## src/rtl/spi_frame_timer_pkg.sv

```systemverilog
package spi_frame_timer_pkg;

  localparam int ATTR_W = 30;

  typedef struct packed {
    logic [3:0] frameM1;
    logic       cpol;
    logic       cpha;
    logic [1:0] gapPre;
    logic [3:0] gapScl;
    logic [1:0] trailPre;
    logic [3:0] trailScl;
    logic [1:0] leadPre;
    logic [3:0] leadScl;
    logic [1:0] brPre;
    logic [3:0] brScl;
  } tmAttr_t;

  typedef enum logic [1:0] {SEL_LEAD, SEL_HALF, SEL_TRAIL, SEL_GAP} ldSel_e;

  typedef struct packed {
    logic   latch;
    logic   load;
    ldSel_e sel;
    logic   toggle;
  } tmCmd_t;

  function automatic logic [31:0] baudPrime(input logic [1:0] code);
    case (code)
      2'd0:    baudPrime = 32'd2;
      2'd1:    baudPrime = 32'd3;
      2'd2:    baudPrime = 32'd5;
      default: baudPrime = 32'd7;
    endcase
  endfunction

  function automatic logic [31:0] baudScale(input logic [3:0] code);
    if (code < 4'd4) baudScale = 32'(code + 1) << 1;
    else             baudScale = 32'd1 << code;
  endfunction

  function automatic logic [31:0] dlyCycles(input logic [1:0] pre, input logic [3:0] scl);
    dlyCycles = (32'({pre, 1'b1})) << (32'(scl) + 32'd1);
  endfunction

endpackage

```

## src/rtl/spi_frame_timer_dp.sv

```systemverilog
module spi_frame_timer_dp
  import spi_frame_timer_pkg::*;
#(
  parameter int CNT_W  = 19,
  parameter int EDGE_W = 6
) (
  input  logic    clk,
  input  logic    rstN,
  input  tmAttr_t attrIn,
  input  tmCmd_t  cmd,
  output logic    cntZero,
  output logic    lastEdge,
  output logic    sck,
  output logic    sampleStb,
  output logic    shiftStb
);

  tmAttr_t           attrQ;
  tmAttr_t           useAttr;
  logic [CNT_W-1:0]  cnt;
  logic [EDGE_W-1:0] edgeCnt;
  logic [EDGE_W-1:0] edgeTarget;
  logic [3:0]        bitsM1;
  logic [31:0]       loadV;
  logic              leading;
  logic              sampleNow;

  assign useAttr = cmd.latch ? attrIn : attrQ;
  assign bitsM1  = (attrQ.frameM1 < 4'd3) ? 4'd3 : attrQ.frameM1;
  assign edgeTarget = EDGE_W'((32'(bitsM1) + 32'd1) << 1);
  assign lastEdge  = (edgeCnt + 1'b1) == edgeTarget;
  assign cntZero   = (cnt == '0);
  assign leading   = ~edgeCnt[0];
  assign sampleNow = leading ^ attrQ.cpha;

  always_comb begin
    case (cmd.sel)
      SEL_LEAD:  loadV = dlyCycles(useAttr.leadPre, useAttr.leadScl);
      SEL_TRAIL: loadV = dlyCycles(useAttr.trailPre, useAttr.trailScl);
      SEL_GAP:   loadV = dlyCycles(useAttr.gapPre, useAttr.gapScl);
      default:   loadV = (baudPrime(useAttr.brPre) * baudScale(useAttr.brScl)) >> 1;
    endcase
  end

  always_ff @(posedge clk or negedge rstN) begin
    if (!rstN) begin
      attrQ     <= '0;
      sck       <= 1'b0;
      edgeCnt   <= '0;
      cnt       <= '0;
      sampleStb <= 1'b0;
      shiftStb  <= 1'b0;
    end else begin
      sampleStb <= cmd.toggle & sampleNow;
      shiftStb  <= cmd.toggle & ~sampleNow;
      if (cmd.latch) begin
        attrQ   <= attrIn;
        sck     <= attrIn.cpol;
        edgeCnt <= '0;
      end else if (cmd.toggle) begin
        sck     <= ~sck;
        edgeCnt <= edgeCnt + 1'b1;
      end
      if (cmd.load)      cnt <= CNT_W'(loadV - 32'd1);
      else if (!cntZero) cnt <= cnt - 1'b1;
    end
  end

endmodule

```

## src/rtl/spi_frame_timer_ctrl.sv

```systemverilog
module spi_frame_timer_ctrl
  import spi_frame_timer_pkg::*;
(
  input  logic   clk,
  input  logic   rstN,
  input  logic   start,
  input  logic   cntZero,
  input  logic   lastEdge,
  output tmCmd_t cmd,
  output logic   csN,
  output logic   done
);

  typedef enum logic [2:0] {ST_IDLE, ST_LEAD, ST_SCK, ST_TRAIL, ST_GAP} state_e;
  state_e state, stateNext;

  always_comb begin
    cmd       = '{latch: 1'b0, load: 1'b0, sel: SEL_HALF, toggle: 1'b0};
    stateNext = state;
    case (state)
      ST_IDLE: if (start) begin
        cmd.latch = 1'b1;
        cmd.load  = 1'b1;
        cmd.sel   = SEL_LEAD;
        stateNext = ST_LEAD;
      end
      ST_LEAD: if (cntZero) begin
        cmd.toggle = 1'b1;
        cmd.load   = 1'b1;
        cmd.sel    = SEL_HALF;
        stateNext  = ST_SCK;
      end
      ST_SCK: if (cntZero) begin
        cmd.toggle = 1'b1;
        cmd.load   = 1'b1;
        cmd.sel    = lastEdge ? SEL_TRAIL : SEL_HALF;
        if (lastEdge) stateNext = ST_TRAIL;
      end
      ST_TRAIL: if (cntZero) begin
        cmd.load  = 1'b1;
        cmd.sel   = SEL_GAP;
        stateNext = ST_GAP;
      end
      ST_GAP: if (cntZero) stateNext = ST_IDLE;
      default: stateNext = ST_IDLE;
    endcase
  end

  always_ff @(posedge clk or negedge rstN) begin
    if (!rstN) begin
      state <= ST_IDLE;
      csN   <= 1'b1;
      done  <= 1'b0;
    end else begin
      state <= stateNext;
      done  <= (state == ST_GAP) && cntZero;
      if (state == ST_IDLE && start)            csN <= 1'b0;
      else if (state == ST_TRAIL && cntZero)    csN <= 1'b1;
    end
  end

endmodule

```

## src/rtl/spi_frame_timer.sv

```systemverilog
module spi_frame_timer
  import spi_frame_timer_pkg::*;
#(
  parameter int CNT_W  = 19,
  parameter int EDGE_W = 6
) (
  input  logic              clk,
  input  logic              rstN,
  input  logic              start,
  input  logic [ATTR_W-1:0] attr,
  output logic              csN,
  output logic              sck,
  output logic              sampleStb,
  output logic              shiftStb,
  output logic              done
);

  tmCmd_t cmd;
  logic   cntZero;
  logic   lastEdge;

  spi_frame_timer_ctrl u_ctrl (
    .clk(clk), .rstN(rstN), .start(start), .cntZero(cntZero),
    .lastEdge(lastEdge), .cmd(cmd), .csN(csN), .done(done)
  );

  spi_frame_timer_dp #(.CNT_W(CNT_W), .EDGE_W(EDGE_W)) u_dp (
    .clk(clk), .rstN(rstN), .attrIn(tmAttr_t'(attr)), .cmd(cmd),
    .cntZero(cntZero), .lastEdge(lastEdge), .sck(sck),
    .sampleStb(sampleStb), .shiftStb(shiftStb)
  );

endmodule

```

## config.mk

```make
export PLATFORM = sky130hd
export DESIGN_NAME = spi_frame_timer
export DESIGN_NICKNAME = d
export VERILOG_FILES = /design/src/rtl/spi_frame_timer_pkg.sv /design/src/rtl/spi_frame_timer_dp.sv /design/src/rtl/spi_frame_timer_ctrl.sv /design/src/rtl/spi_frame_timer.sv
export SDC_FILE = /design/constraint.sdc
export NUM_CORES = 1
export LEC_CHECK = 0
export BUFFER_PORTS_ARGS = -buffer_cell sky130_fd_sc_hd__buf_2
export CAP_MARGIN = 30
export CORE_MARGIN = 5
export CORE_UTILIZATION = 40
export CTS_BUF_LIST = sky130_fd_sc_hd__clkbuf_16
export CTS_CLUSTER_DIAMETER = 100
export DETAILED_ROUTE_END_ITERATION = 16
export PLACE_DENSITY = 0.57
export RECOVER_POWER = 100
export SETUP_SLACK_MARGIN = 0.2
export SYNTH_ARGS = -nofsm -noshare
export SYNTH_HDL_FRONTEND = slang
export SYNTH_SLANG_ARGS = --single-unit
```

## constraint.sdc

```tcl
create_clock -name clk -period 17.7 [get_ports clk]
set_input_delay 0.885 -clock clk [delete_from_list [all_inputs] [get_ports clk]]
set_output_delay 0.885 -clock clk [all_outputs]
set_load 0.02 [all_outputs]
```

Word level (Yosys, flattened, before mapping)

Cells that the tools add are included.
W data, S select, Z words.

Word-level logic and storage cells: 96
Output and inout bits: 5
Register bits: 62
Memories: 0
ROM bits: 0
Input bits: 33
Memory bits (writable): 0
Latch bits: 0

Order comparisons: 2
Bitwise gates (word level): 6
Reduce and logical (&&, ||, !) cells: 11
Equal/unequal tests: 16
Add/subtract/negate cells: 8
Multipliers: 1
Shift operators: 4
Multiplexer cells: 30
Div/mod/pow operators: 0

Operators with widths:

| cell                    | number |
|---|---|
| $mux W32                | 3 |
| $shl A3 B32 Y19         | 3 |
| $pmux W19 S3            | 1 |
| $mux W19                | 2 |
| $sub A19 B1 Y19 const B | 2 |
| $mul A32 B32 Y20        | 1 |
| $shl A1 B4 Y32 const A  | 1 |
| $add A4 B1 Y5 const B   | 5 |
| $mux W24                | 1 |
| $mux W3                 | 7 |
| $logic_not A19 Y1       | 1 |
| $mux W4                 | 4 |
| $pmux W3 S5             | 1 |
| $mux W6                 | 2 |
| $pmux W3 S4             | 1 |
| $ne A2 B1 Y1 const B    | 5 |
| $pmux W3 S3             | 1 |
| $add A6 B1 Y6 const B   | 1 |
| $eq A2 B2 Y1 const B    | 3 |
| $eq A3 B2 Y1 const B    | 2 |
| $eq A6 B6 Y1            | 1 |
| $reduce_and A6 Y1       | 1 |
| $mux W1                 | 5 |
| $logic_not A2 Y1        | 2 |
| other kinds (15)        | 22 |

Logic depth before layout (Yosys ltp)

Gate-level depths: netlist of the first run.

Depth after elaboration: 14
Mapped depth: 36
Depth with buffers taken out: 29

By module

A second synthesis of the first run with hierarchy kept.

Cells, all modules: 795
Area, all modules: 7,056.8 µm²

Modules (own cells, without submodules):

| module               | area an instance (µm²) | cells each | times used | sequential area each (µm²) |
|---|---|---|---|---|
| spi_frame_timer_dp   | 6,727.7                | 761        | 1          | 1,426.4 |
| spi_frame_timer_ctrl | 329.1                  | 34         | 1          | 126.4 |

Worst setup path after synthesis of the first run

Ideal clock, no wire load.

Path kind: input to register
From: in start
To: reg u_dp.cnt[15]
Stages on the path: 33
Slack: 9.340 ns
Arrival: 8.236 ns
Data required time: 17.575 ns
Cell sequence: or4b_4 -> buf_6 -> buf_1 -> clkbuf_1 -> clkbuf_1 -> buf_1 -> nand2_1 -> and2_1 -> clkbuf_1 -> ha_1 -> nand2_1 -> o211ai_1 -> or2_2 -> fa_1 -> inv_1 -> ha_1 -> ha_1 -> ha_1 -> ha_1 -> fa_1 -> ha_1 -> ha_1 -> a21oi_1 -> o21ai_0 -> or3_1 -> a21oi_1 -> xnor2_1 -> nor3_1 -> o31ai_1 -> nor3_1 -> nand3b_1 -> nor4_1 -> mux2_2

Word-level cells in the longest chain between the ends: 10

RTL lines:

| element                                        | RTL line                                             | RTL |
|---|---|---|
| from (decl)                                    | spi_frame_timer.sv:9                                 | `input logic start,` |
| $mux W4 (*)                                    | spi_frame_timer_ctrl.sv:21                           | `ST_IDLE: if (start) begin` |
| $mux W1                                        | spi_frame_timer_ctrl.sv:20                           | `case (state)` |
| $mux W24                                       | n/a                                                  |  |
| $add A4 B1 Y5, or another cell as far along    | spi_frame_timer_pkg.sv:38                            | `if (code < 4'd4) baudScale = 32'(code + 1) << 1;` |
| $mux W32 / $pmux W3 S3 (equally long branches) | spi_frame_timer_pkg.sv:38, spi_frame_timer_pkg.sv:29 |  |
| $mux W32                                       | spi_frame_timer_dp.sv:37                             | `case (cmd.sel)` |
| $mul A32 B32 Y20                               | spi_frame_timer_dp.sv:41                             | `default: loadV = (baudPrime(useAttr.brPre) * baudScale(useAttr.brScl)) >> 1;` |
| $pmux W19 S3                                   | spi_frame_timer_dp.sv:37                             |  |
| $sub A19 B1 Y19                                | spi_frame_timer_dp.sv:64                             | `if (cmd.load) cnt <= CNT_W'(loadV - 32'd1);` |
| $mux W19                                       | spi_frame_timer_dp.sv:64                             |  |
| to (signal assigned)                           | spi_frame_timer_dp.sv:64                             |  |
| to (signal assigned)                           | spi_frame_timer_dp.sv:65                             | `else if (!cntZero) cnt <= cnt - 1'b1;` |
| to (decl)                                      | spi_frame_timer_dp.sv:20                             | `logic [CNT_W-1:0] cnt;` |

Mark *: on every way between the ends. The rest lies on a longest branch, timed or not. The select of a mux whose other input is x is not followed.
A chain may end at the register's enable or synchronous reset.

==> results by group, run 1 <==
Status
  • Status: complete, but fails checks
  • Failing checks: capacitance limit, slew limit

Critical path
  • Crit path kind: input pin to flip-flop
  • Reg2reg path depth: 26
  • CP endpoint kind: flip-flop
  • Crit path depth: 27
  • Crit path max-delay family: adder cells
  • CP max FO: 46
  • WP buf/inv: 4
  • CP required: 17920 ps
  • Startpoint class of the critical path: input pin
  • Worst path arrival time: 9970 ps
  • Max incr delay on CP: 1640 ps
  • Cell mode on critical path: ha_1
  • Slowest-stage cell, CP: clkbuf_1

STA
  • RSZ-0062 raised after global routing: no
  • Final setup fails: 0
  • Final Slew Violations: 176
  • Slew headroom: -136%
  • Sum Neg Setup Slack: 0 ps
  • Setup ws final: 7950 ps
  • Hold WS: 495 ps
  • Post-Route Skew: 7.11 ps
  • Fmax achieved: 0.103 GHz
  • Final hold violations: 0
  • Min Tclk post-route: 9750 ps
  • Part of the cycle the worst path needs: 55.1%
  • Worst-margin pin slew: 3540 ps

Power and ir drop
  • Max VDD drop: 0.0684 mV
  • Net Sw Frac: 45.1%
  • Overall power: 844 uW
  • Leak Pwr: 0.00421 uW
  • Power per Cell Area: 102 nW/um^2
  • Switch Pwr: 381 uW
  • Clock network power share: 20.8%
  • Comb pwr share: 52.4%
  • Int Power: 464 uW
  • Power share of the sequential group: 26.8%

Layout
  • Area delta synth->final: 7.87%
  • Cell Count, Final, Fillers Out: 1227
  • Layout cell share with drive strength beyond 1: 8.27%
  • Seq. cell area: 1550 sq um
  • FILL cells: 1902
  • Diode count: 0
  • Area of the multi-input gates: 5690 sq um
  • Final net count: 1117

Placement
  • Buffers on Ports: 37
  • GP Congestion: 0.928
  • Total placed cells including tap cells: 1212
  • Place WS: 9060 ps
  • Final HPWL DP: 16.0 mm

Global route
  • Initial antenna violation count: 0
  • Global Route Usage Sum: 19.1%
  • Vias in the first global route: 6536
  • GR Overflow Total: 0
  • First-pass GRT wire length: 34.2 mm
  • Pin count of the biggest net entering global routing: 63

Clocking
  • Clock buffer depth: 2
  • Cts bufs inserted: 9
  • Post-CTS setup buffers: 0
  • Clock Root Buffer: clkbuf_16
  • Later-pin clock latency in the skew report: 340 ps
  • Post_cts resized: 0
  • Worst-path clk slew: 50 ps
  • CTS tree: built
  • Clock sink total: 62
  • Total number of H-tree levels: 3
  • Cts hold-fix bufs: 0

Synth
  • Mapped Cells: 945
  • Number of synthesized flops with an enable pin: 0
  • Register area share after synthesis: 20.2%
  • Library cells used by synthesis: 83
  • Asr flop ratio synth: 100%
  • Syn Area/Cell: 8.15 sq um
  • Seq cells post-synth: 62
  • Yosys synthesis warning count: 0
  • Synth Cell Area: 7700 sq um
  • Top FF cell, synth: dfrtp_1

Floorplan
  • Core box area: 18800 sq um
  • DIE AREA: 22100 sq um
  • Die Wd: 149 um
  • Die Span Y: 149 um
  • Num ports: 38
  • Row cnt: 50
  • Starting Density: 40.9%

Routing
  • Drt pass-1 iters: 8
  • DR vias/cell: 5.60
  • Final WL: 20.7 mm
  • Mean routed wirelength per cell: 16.9 um
  • Vias: 6873
  • Antenna-violating nets left: 0
  • DR iter-0 viols: 565
  • DRC viols: 0

Hold path
  • Hold Path Depth: 2
  • Hold Crit Class: flip-flop to flip-flop

Flow run
  • Max_cap viols: 4
[cells in the mapped netlist (all sizes together), types with 8 or more instances]
master	number	area (sq um)
nand2	113	424
nor2	108	405
ha	107	1340
inv	62	235
dfrtp	61	1530
nand3	39	195
o21ai	33	165
clkbuf	28	105
a21oi	26	130
mux2i	26	285
nor3	23	115
xnor2	22	211
a31oi	19	119
mux2	17	195
and2	14	87.6
fa	14	280
nor2b	14	87.6
nand2b	13	81.3
o31ai	13	116
nor4	12	75.1
xor2	11	115
and3	10	62.6
buf	10	67.6
o22ai	10	62.6
or2	10	62.6
o211ai	9	67.6
a21o	8	60.1
o32ai	8	70.1
or3	8	50.1
[routing by layer]
layer	wire length (um)	GRT usage, %	vias to the layer above
li1	-	-	3449
met1	10300	27.2	3236
met2	9280	30.2	161
met3	797	3.26	27
met4	359	4.80	0
met5	0	0	-
[path summary, 6_finish.rpt]
check,startpoint,end,slack [ps]
min reg2reg,u_ctrl.csN$_DFFE_PN1P_,u_ctrl.csN$_DFFE_PN1P_,500
max reg2reg,u_ctrl.state[0]$_DFFE_PN0P_,u_dp.cnt[18]$_DFFE_PN0P_,8040
min,u_ctrl.csN$_DFFE_PN1P_,u_ctrl.csN$_DFFE_PN1P_,500
max in group asynchronous,rstN,u_dp.sampleStb$_DFF_PN0_,13860
min in group asynchronous,rstN,u_dp.attrQ[6]$_DFF_PN0_,1850
max,start,u_dp.cnt[18]$_DFFE_PN0P_,7950
[stage by stage]
step | util, % | cell area (sq um)
after floorplan | - | 7700
after detailed placement | 43.0 | 8110
final | 44.1 | 8300
after CTS | 44.5 | 8390
after global routing | 44.1 | 8300
after global placement | 43.0 | 8110
[worst reg2reg max path: stages (launching register included)]
cell,delay (ps)
dfrtp_1,500
nor4b_1,350
clkbuf_1,1640
nand2_1,100
and2_0,460
inv_1,270
nor2_1,240
or2_2,370
fa_1,550
inv_1,50
ha_1,170
ha_1,180
ha_1,270
ha_1,210
fa_1,460
ha_1,300
ha_1,320
nand2_1,100
o31ai_1,390
xnor2_1,200
nand2_1,90
o32ai_1,410
a31oi_1,300
a2111oi_0,670
nand3_1,330
nor3_1,260
mux2_2,350
[cell usage in the layout, fill, tap and decap left out, drive strengths merged, types with 26 or more instances in the layout]
master,Yosys,layout
dfrtp,61,61
nand3,39,39
o21ai,33,33
nand2,113,113
buf,10,35
ha,107,107
nor2,108,108
a21oi,26,26
inv,62,64
mux2i,26,26
[kinds of logic after synthesis]
logic type	count (synthesis)	share of synthesized area (%)
AOI/OAI and AO/OA	184	17.0
xor gates and xnor gates	35	4.83
adders and majority gates	121	21.0
buffers and inverters	100	5.30
DFF	62	20.2
muxes	43	6.24
other	1	0.0487
and+or+nand+nor	399	25.4
[layout make-up]
type                    count  area share, %
clock inverters             6          0.678
multi-input cells         784           68.5
clock buffers               9           2.71
well taps                 260           3.92
repair buffers             44           2.64
flip-flops and latches     62           18.7
inverters                  62           2.83
[power groups by stage]
stage	logic, uW	clock network [uW]	registers [uW]
CTS	456	181	226
detailed placement	453	0	228
global placement	450	0	227
finish	442	175	226
global route	493	185	231
floorplan	366	0	211
[flip-flops by register name, indices dropped and copies added, names as in the netlist]
signal          cells
u_dp.shiftStb       1
u_ctrl.done         1
u_dp.sampleStb      1
u_ctrl.csN          1
u_dp.attrQ         29
u_dp.cnt           19
u_dp.edgeCnt        6
u_dp.sck            1
u_ctrl.state        3
Note: power is estimated with default switching activity, not from simulation.
==> inputs of run 2 (changes only) <==
Clock period 17.7 ns to 9.7 ns, I/O delays scaled along.
==> run 2 against run 1 <==
Net effect: the flow still finishes with violations (capacitance limit, slew limit); cell count up 0.24%; global-route usage down 0.33 points; clock-buffer cell count unchanged; core utilization up 0.17 points; combinational power up 80%; sequential cell count unchanged; sequential power up 82%; clock power up 88%; wire length down 1.9%; first-iteration DRC count down 21%; worst hold slack worse by 170 ps; critical path type is now flip-flop to flip-flop.
==> results by group, run 2 (synthesized netlist as in run 1, its figures left out) <==
Routing
  • Drt pass-1 iters: 5 (was 8)
  • Mean routed wirelength per cell: 16.5 um (was 16.9 um)
  • DR vias/cell: 5.55 (was 5.60)
  • Routed length on met2: 9.15 mm (was 9.28 mm)
  • Routed length on met3: 773 um (was 797 um)
  • Highest routed metal layer: met4 (unchanged)
  • WL met1: 10.1 mm (was 10.3 mm)
  • DR iter-0 viols: 448 (was 565)
  • Vias: 6824 (was 6873)
  • Final WL: 20.3 mm (was 20.7 mm)
  • Antenna-violating nets left: 0 (unchanged)
  • DRC viols: 0 (unchanged)

Floorplan
  • Core box area: 18800 sq um (unchanged)
  • Die Wd: 149 um (unchanged)
  • DIE AREA: 22100 sq um (unchanged)
  • Starting Density: 40.9% (unchanged)
  • Row cnt: 50 (unchanged)
  • Die Span Y: 149 um (unchanged)
  • Num ports: 38 (unchanged)

Power and ir drop
  • Leak Pwr: 0.00421 uW (about the same)
  • Power per Cell Area: 184 nW/um^2 (was 102 nW/um^2)
  • Max VDD drop: 0.107 mV (was 0.0684 mV)

Layout
  • Post-layout util: 44.3% (was 44.1%)
  • Layout cell share with drive strength beyond 1: 8.76% (was 8.27%)
  • Final net count: 1119 (was 1117)
  • Most common cell after layout, fill and taps aside: nand2_1 (unchanged)
  • Area delta synth->final: 8.29% (was 7.87%)
  • Top reg by flops: u_dp.attrQ (unchanged)
  • Top Registers: u_dp.attrQ x29, u_dp.cnt x19, u_dp.edgeCnt x6 (unchanged)
  • Max reg flops: 29 (unchanged)
  • Final instance area: 8340 sq um (was 8300 sq um)
  • Diode count: 0 (unchanged)
  • Most frequent cells in the layout: 113 x nand2_1, 108 x nor2_1, 107 x ha_1, 61 x inv_1, 61 x dfrtp_1 (was 113 x nand2_1, 108 x nor2_1, 107 x ha_1, 63 x inv_1, 61 x dfrtp_1)

Clocking
  • Worst-path clk slew: 60 ps (was 50 ps)
  • Clock buffer depth: 2 (unchanged)
  • Total number of H-tree levels: 3 (unchanged)
  • Clock sink total: 62 (unchanged)
  • CTS tree: built (unchanged)
  • Post_cts resized: 0 (unchanged)
  • Cts bufs inserted: 9 (unchanged)
  • Later-pin clock latency in the skew report: 340 ps (about the same)
  • Cts hold-fix bufs: 0 (unchanged)
  • Post-CTS setup buffers: 0 (unchanged)
  • Clock Root Buffer: clkbuf_16 (unchanged)

Critical path
  • CP endpoint kind: flip-flop (unchanged)
  • R2r setup slk: 1430 ps (was 8040 ps)
  • Worst Setup SP: u_ctrl.state[0]$_DFFE_PN0P_ (was start)
  • Slowest-stage cell, CP: nor2_1 (was clkbuf_1)
  • Reg2reg start: u_ctrl.state[0]$_DFFE_PN0P_ (unchanged)
  • CP required: 9920 ps (was 17920 ps)
  • Crit path kind: flip-flop to flip-flop (was input pin to flip-flop)
  • Cell mode on critical path: ha_1 (unchanged)
  • Startpoint class of the critical path: flip-flop (was input pin)
  • Max incr delay on CP: 740 ps (was 1640 ps)
  • CP max FO: 15 (was 46)
  • Reg2reg path depth: 25 (was 26)
  • Worst r2r dst: u_dp.cnt[18]$_DFFE_PN0P_ (unchanged)
  • Worst Setup EP: u_dp.cnt[18]$_DFFE_PN0P_ (unchanged)
  • Worst path arrival time: 8490 ps (was 9970 ps)

Global route
  • First-pass GRT wire length: 33.9 mm (was 34.2 mm)
  • GR Overflow Total: 0 (unchanged)
  • Initial antenna violation count: 0 (unchanged)
  • Pin count of the biggest net entering global routing: 64 (was 63)
  • Global Route Usage Sum: 18.8% (was 19.1%)
  • Vias in the first global route: 6562 (was 6536)

Placement
  • GP Congestion: 0.924 (was 0.928)
  • Buffers on Ports: 37 (unchanged)
  • Area after DPL: 8120 sq um (was 8110 sq um)
  • Place WS: 1860 ps (was 9060 ps)
  • Final HPWL DP: 15.8 mm (was 16.0 mm)

STA
  • Worst-margin pin slew: 3600 ps (was 3540 ps)
  • Final hold violations: 0 (unchanged)
  • Slew headroom: -140% (was -136%)
  • Part of the cycle the worst path needs: 85.3%
  • Min Tclk post-route: 8270 ps
  • Final setup fails: 0 (unchanged)
  • Sum Neg Setup Slack: 0 ps (unchanged)
  • Final Slew Violations: 168 (was 176)
  • Post-Route Skew: 8.64 ps (was 7.11 ps)
  • RSZ-0062 raised after global routing: no (unchanged)
  • Fmax achieved: 0.121 GHz
  • Setup ws final: 1430 ps (was 7950 ps)

Hold path
  • Hold Crit Class: input pin to flip-flop (was flip-flop to flip-flop)
  • Worst min-delay path startpoint: attr[27] (was u_ctrl.csN$_DFFE_PN1P_)

Status
  • Failing checks: capacitance limit, slew limit (unchanged)
  • Status: complete, but fails checks (unchanged)

Flow run
  • Max_cap viols: 3 (was 4)
run 2: cell types whose count changed in the layout (fill, tap and decap cells not counted), sizes merged:
cell      change
clkinv        +1
buf           +3
clkinvlp      +1
clkbuf        -1
inv           -1
run 2: worst min path at each step:
stage	end	cells after the start
2_1_floorplan	u_ctrl.done$_DFF_PN0_	0
3_3_place_gp	u_ctrl.csN$_DFFE_PN1P_	2
3_5_place_dp	u_ctrl.csN$_DFFE_PN1P_	2
4_1_cts	u_dp.attrQ[27]$_DFFE_PN0N_	3
5_1_grt	u_dp.attrQ[27]$_DFFE_PN0N_	3
6_report	u_dp.attrQ[27]$_DFFE_PN0N_	3
run 2: report_power, final:
| part | internal [uW] | switching [uW] | total (uW) |
|---|---|---|---|
| Combinational | 315 | 480 | 795 |
| Clock | 199 | 130 | 329 |
| Sequential | 337 | 75.8 | 412 |
| Total | 850 | 686 | 1540 |
run 2: final cells by class:
type / count / area (sq um)
clock inverters: 7 / 72.6
fillers: 1908 / 10500
multi-input cells: 784 / 5690
inverters: 62 / 235
clock buffers: 9 / 225
well taps: 260 / 325
repair buffers: 46 / 235
flip-flops and latches: 62 / 1550
run 2: metrics by stage:
stage	hold slack [ps]	total power, uW	cells
3_3_place_gp	489	1230	1214
2_1_floorplan	189	1050	946
3_5_place_dp	492	1240	1214
4_1_cts	323	1580	1230
5_1_grt	323	1670	1230
6_report	330	1540	1230
run 2: routing by layer:
layer | track usage (%) | vias up
met5 | 0 | -
met4 | 4.53 | 0
met3 | 2.68 | 16
met2 | 29.6 | 139
met1 | 27.2 | 3210
li1 | - | 3459
run 2: worst max-delay path, delay by kind of cell (launching register included):
| family | cells | cell delay, ps |
|---|---|---|
| AO/OA/AOI/OAI | 4 | 1460 |
| XOR/XNOR | 1 | 170 |
| adder cells (fa/ha/maj) | 8 | 2270 |
| buffers and inverters | 2 | 270 |
| flip-flops | 1 | 490 |
| multiplexers | 1 | 350 |
| AND/OR/NAND/NOR | 9 | 3140 |
